### src/rtl/sync_preset_counter.sv
module sync_preset_counter #(
  parameter int WIDTH = 4
) (
  input  logic             clk,
  input  logic             sclr_n,
  input  logic             ld_n,
  input  logic             cnt_en,
  input  logic             chain_en,
  input  logic [WIDTH-1:0] din,
  output logic [WIDTH-1:0] cnt,
  output logic             carry_out
);
  localparam logic [WIDTH-1:0] FULL = {WIDTH{1'b1}};

  logic [WIDTH-1:0] cnt_r;
  logic             run;

  assign run = cnt_en & chain_en;

  always_ff @(posedge clk) begin
    if (!sclr_n)   cnt_r <= '0;
    else if (!ld_n) cnt_r <= din;
    else if (run)   cnt_r <= cnt_r + 1'b1;
  end

  assign cnt       = cnt_r;
  assign carry_out = chain_en & (cnt_r == FULL);

  // assertion qualifier: state is known once a clear has been taken
  logic chk_live = 1'b0;
  always_ff @(posedge clk) chk_live <= chk_live | ~sclr_n;

  a_r2_clear_wins: assert property (@(posedge clk) disable iff (!chk_live)
    !sclr_n |=> (cnt == '0));

  a_r3_preset: assert property (@(posedge clk) disable iff (!chk_live)
    (sclr_n && !ld_n) |=> (cnt == $past(din)));

  a_r4_r7_step: assert property (@(posedge clk) disable iff (!chk_live)
    (sclr_n && ld_n && cnt_en && chain_en) |=> (cnt == WIDTH'($past(cnt) + 1'b1)));

  a_r5_hold: assert property (@(posedge clk) disable iff (!chk_live)
    (sclr_n && ld_n && !(cnt_en && chain_en)) |=> $stable(cnt));

  a_r6_carry_at_full: assert property (@(posedge clk) disable iff (!chk_live)
    carry_out |-> (chain_en && cnt == FULL));
endmodule

### config.mk
export PLATFORM = sky130hd
export DESIGN_NAME = sync_preset_counter
export DESIGN_NICKNAME = d
export VERILOG_FILES = /design/src/rtl/sync_preset_counter.sv
export SDC_FILE = /design/constraint.sdc
export NUM_CORES = 1
export LEC_CHECK = 0
export BUFFER_PORTS_ARGS = -buffer_cell sky130_fd_sc_hd__buf_2
export CORE_AREA = 2 2 39 41
export CTS_BUF_LIST = sky130_fd_sc_hd__clkbuf_4 sky130_fd_sc_hd__clkbuf_8
export DETAILED_ROUTE_END_ITERATION = 8
export DIE_AREA = 0 0 41 43
export GPL_TIMING_DRIVEN = 0
export SETUP_SLACK_MARGIN = 0.05
export SLEW_MARGIN = 20
export SYNTH_ARGS = -nofsm -noshare
export SYNTH_HDL_FRONTEND = slang
export SYNTH_SLANG_ARGS = --single-unit
### constraint.sdc
create_clock -name clk -period 1.2 [get_ports clk]
set_clock_uncertainty 0.1 [all_clocks]
set_input_delay 0.24 -clock clk [delete_from_list [all_inputs] [get_ports clk]]
set_output_delay 0.24 -clock clk [all_outputs]
set_load 0.02 [all_outputs]
; ---- Yosys cells after proc, flatten, opt, wreduce, memory -nomap -nowiden
; Cells that the tools add are included.
; Widths: inputs -> output; s select.
[totals]
ff_bits = 4
inputBits = 9
word_cells = 8
out_inout_bits = 5
[classes]
addsub = 1
n_bitwise = 2
eq_ne = 2
muxes = 2
[ops]
columns = operator, count
row1 = $mux 4, 2
row2 = $add 4x1->4 const B, 1
row3 = $eq 4x4->1 const B, 1
row4 = $and 1x1->1, 2
row5 = $ne 2x1->1 const B, 1

; ---- Longest topological paths before layout
[logic_depth]
ltp_word = 3
mapped_depth = 4
mapped_depth_nobuf = 4

; ---- Worst setup path before layout
; OpenSTA, ideal clock, no wires.
[synth_path]
path_kind = register -> output
from = register cnt_r[0] (netlist: cnt[0])
to = output port carry_out
path_slack_ns = -0.096
path_buffers = 0
required_ns = 0.860
arrival_time_ns = 0.956
stages_incl_launch_ff = 3
path_cell_list = dfxtp_1 > ha_1 > and4_2
[synth_via]
elab_chain_cells = 2
[synth_lines]
columns = item, line_no
row1 = "start, declared", 15  ; logic [WIDTH-1:0] cnt_r;
row2 = "start signal, assigned", 22  ; else if (!ld_n) cnt_r <= din;
row3 = "start signal, assigned", 23  ; else if (run) cnt_r <= cnt_r + 1'b1;
row4 = $eq 4x4->1, 27  ; assign carry_out = chain_en & (cnt_r == FULL);
row5 = $and 1x1->1, 27
row6 = "end, declared", 11  ; output logic carry_out
; Every way passes these cells.

; ---- Worst setup path after layout
[layout_path]
from = register cnt_r[1] (netlist: cnt[1])
to = output port carry_out
; Same word-level chain as after synthesis.

==> reports/results.ini <==
[grt]
antenna_found_initial = 0
grt_pass1_vias = 238
grt_busiest_layer = met2
overflow = 0
track_usage = 0.0863
grt_max_degree = 9
grt.met2_usage = 0.116
met3_usage = 0.0628
grtUsageMet1 = 0.0705
grt_pass1_wl_um = 890

[route]
drt_iter0_drc = 8
routed_via_density = 4.38
routedWlPerCell_um = 10.1
routed_wl_um = 586
drc_errors = 0
final_antenna_net_count = 0
route.vias.total = 254
first_pass_iters = 4

[pwr]
p_per_area_mw_per_mm2 = 1120
ir_worst_vdd_uv = 262
leakage_nw = 0.161
total_power_mw = 0.414

[worst_hold_path]
timing.hold.worst.class = in2reg

[die]
fp.dieArea_mm2 = 0.00176
start_util = 0.148
num_io_pins = 14
die_x_um = 41
die_h_um = 43
core_area_mm2 = 0.00138
rows = 14

[critical_path]
cp-end-kind = output pin
start_kind = flip-flop
required_ps = 860
cp.arrival_ps = 1020
critPathKind = reg2out
path_max_fanout = 2

[synth]
ys_seq_area_frac = 0.390
synth_top_family_by_area = simple AND/OR/NAND/NOR gates
yosys.area_share.adder = 0.0610
ys_types = 15
yosys.area.top_type = dfxtp_1
avgSynthCellArea_um2 = 8.55
synth_area_leaders = dfxtp_1 39%, xor2_1 8.5%, nand3_1 7.3%, o21ai_0 7.3%, ha_1 6.1%
synth.top_cell.area_share = 0.390
ys_ff_latch = 4
syn_nets = 34
synth-simple-area-share = 0.238
synthCells = 24
ys_top_cells_by_count = 4 x dfxtp_1, 3 x nand3_1, 3 x o21ai_0
synthMuxAreaShare = 0
synth_edf_count = 0
synthArstFlopShare = 0
synth.most_common_cell = dfxtp_1
synth_area_um2 = 205
synth_compound_area_frac = 0.207
yosysWarnings = 0
yosys_most_used_dff = dfxtp_1
synth_xor_xnor_area_share = 0.0854

[timing]
finalHoldViolCount = 0
worst_pin_slew_ps = 191
layout_min_cycle_time_ps = 1360
fin_ws_ps = -163
min_period_over_period = 1.14
worst_slew_margin_rel = 0.872
setup_violations = 2
setup_tns_ps = -164
drv_slew = 0
fmax_ghz = 0.734
rsz0062_at_grt = true

[cts]
clkTransAtPathRegs_ps = 40
root_buffer = clkbuf_4
cts_buffers = 3
cts_tree = yes
clk_latency_ps = 230
htreeDepth = 1
clk_path_buf_depth = 2
clock-sinks = 4

[layout]
drive_above_1_share = 0.595
antenna_cells = 0
syn_to_final_growth_pct = 79.9
layout.cells.non_filler = 58
final_nets = 54
largest_register_ffs = 4
fin_area_um2 = 369

[placed_design]
place_area_um2 = 295
routabilityCongestion = 0.610
portBuffers = 13
dp_cells = 53
dpl_worst_slack_ps = -12.0
hpwlAfterDp_um = 415

[job]
maxCapViolations = 0

[run_status]
violations = negative setup slack
status = finished with violations

==> metrics by stage <==
stage | hold WS (ps) | util
floorplan | 222 | -
global placement | 391 | 0.213
detailed placement | 390 | 0.213
CTS | 154 | 0.263
global route | 177 | 0.267
finish | 158 | 0.267
==> where the power goes <==
part	total (mW)	switching [mW]	internal (mW)
Combinational	0.0902	0.0458	0.0444
Sequential	0.156	0.0103	0.146
Clock	0.167	0.0554	0.112
==> cells by family after synthesis <==
kind of cell,count (synthesis)
simple gates,9
compound gates,7
flops,4
xor+xnor,2
buf+inv,1
fa+ha+maj,1
==> worst max-delay path, cell delays in order, from the launching register on <==
cell	delay, ps
dfxtp_2	340
ha_4	140
and4_4	190
buf_6	110
==> routing by layer <==
metal / vias up / part of all wire
met4: 0 / 0.010
met1: 116 / 0.39
met2: 11 / 0.49
met5: - / 0
met3: 2 / 0.11
li1: 125 / -
==> placed cells by master (no fill, tap or decap) <==
cell	count
ha_4	1
nand2_1	1
a311oi_1	1
nand3_2	1
or3_1	1
clkbuf_4	3
nor2_1	2
a21oi_1	1
buf_6	3
a31oi_1	1
xor2_1	2
dfxtp_2	3
inv_1	1
and4_4	1
dfxtp_1	1
buf_2	10
nand2_2	1
o21ai_0	3
a211oi_1	1
nand3_1	2
buf_4	2
==> worst paths after layout <==
check | cells past startpoint | slack, ps | end | start
max | 3 | -160 | carry_out | cnt[1]$_SDFFE_PN0P_
min | 3 | 160 | cnt[2]$_SDFFE_PN0P_ | sclr_n
max reg2reg | 4 | 0 | cnt[3]$_SDFFE_PN0P_ | cnt[0]$_SDFFE_PN0P_
min reg2reg | 2 | 430 | cnt[3]$_SDFFE_PN0P_ | cnt[3]$_SDFFE_PN0P_
==> final cells by class <==
type / instances / area (um^2)
clock buffer: 3 / 22.5
fill: 152 / 1010
inverter: 1 / 3.75
multi-input combinational: 19 / 140
sequential: 4 / 83.8
tap: 16 / 20.0
timing repair buffer: 15 / 98.8
==> repair_timing <==
item	in CTS	in global routing
setup endpoints to repair	1	4
setup buffers	2	1
gates cloned	0	0
hold buffers	0	0
pin swaps	2	2
resized for setup	8	1
No activity file was read; power rests on OpenSTA's default activity.
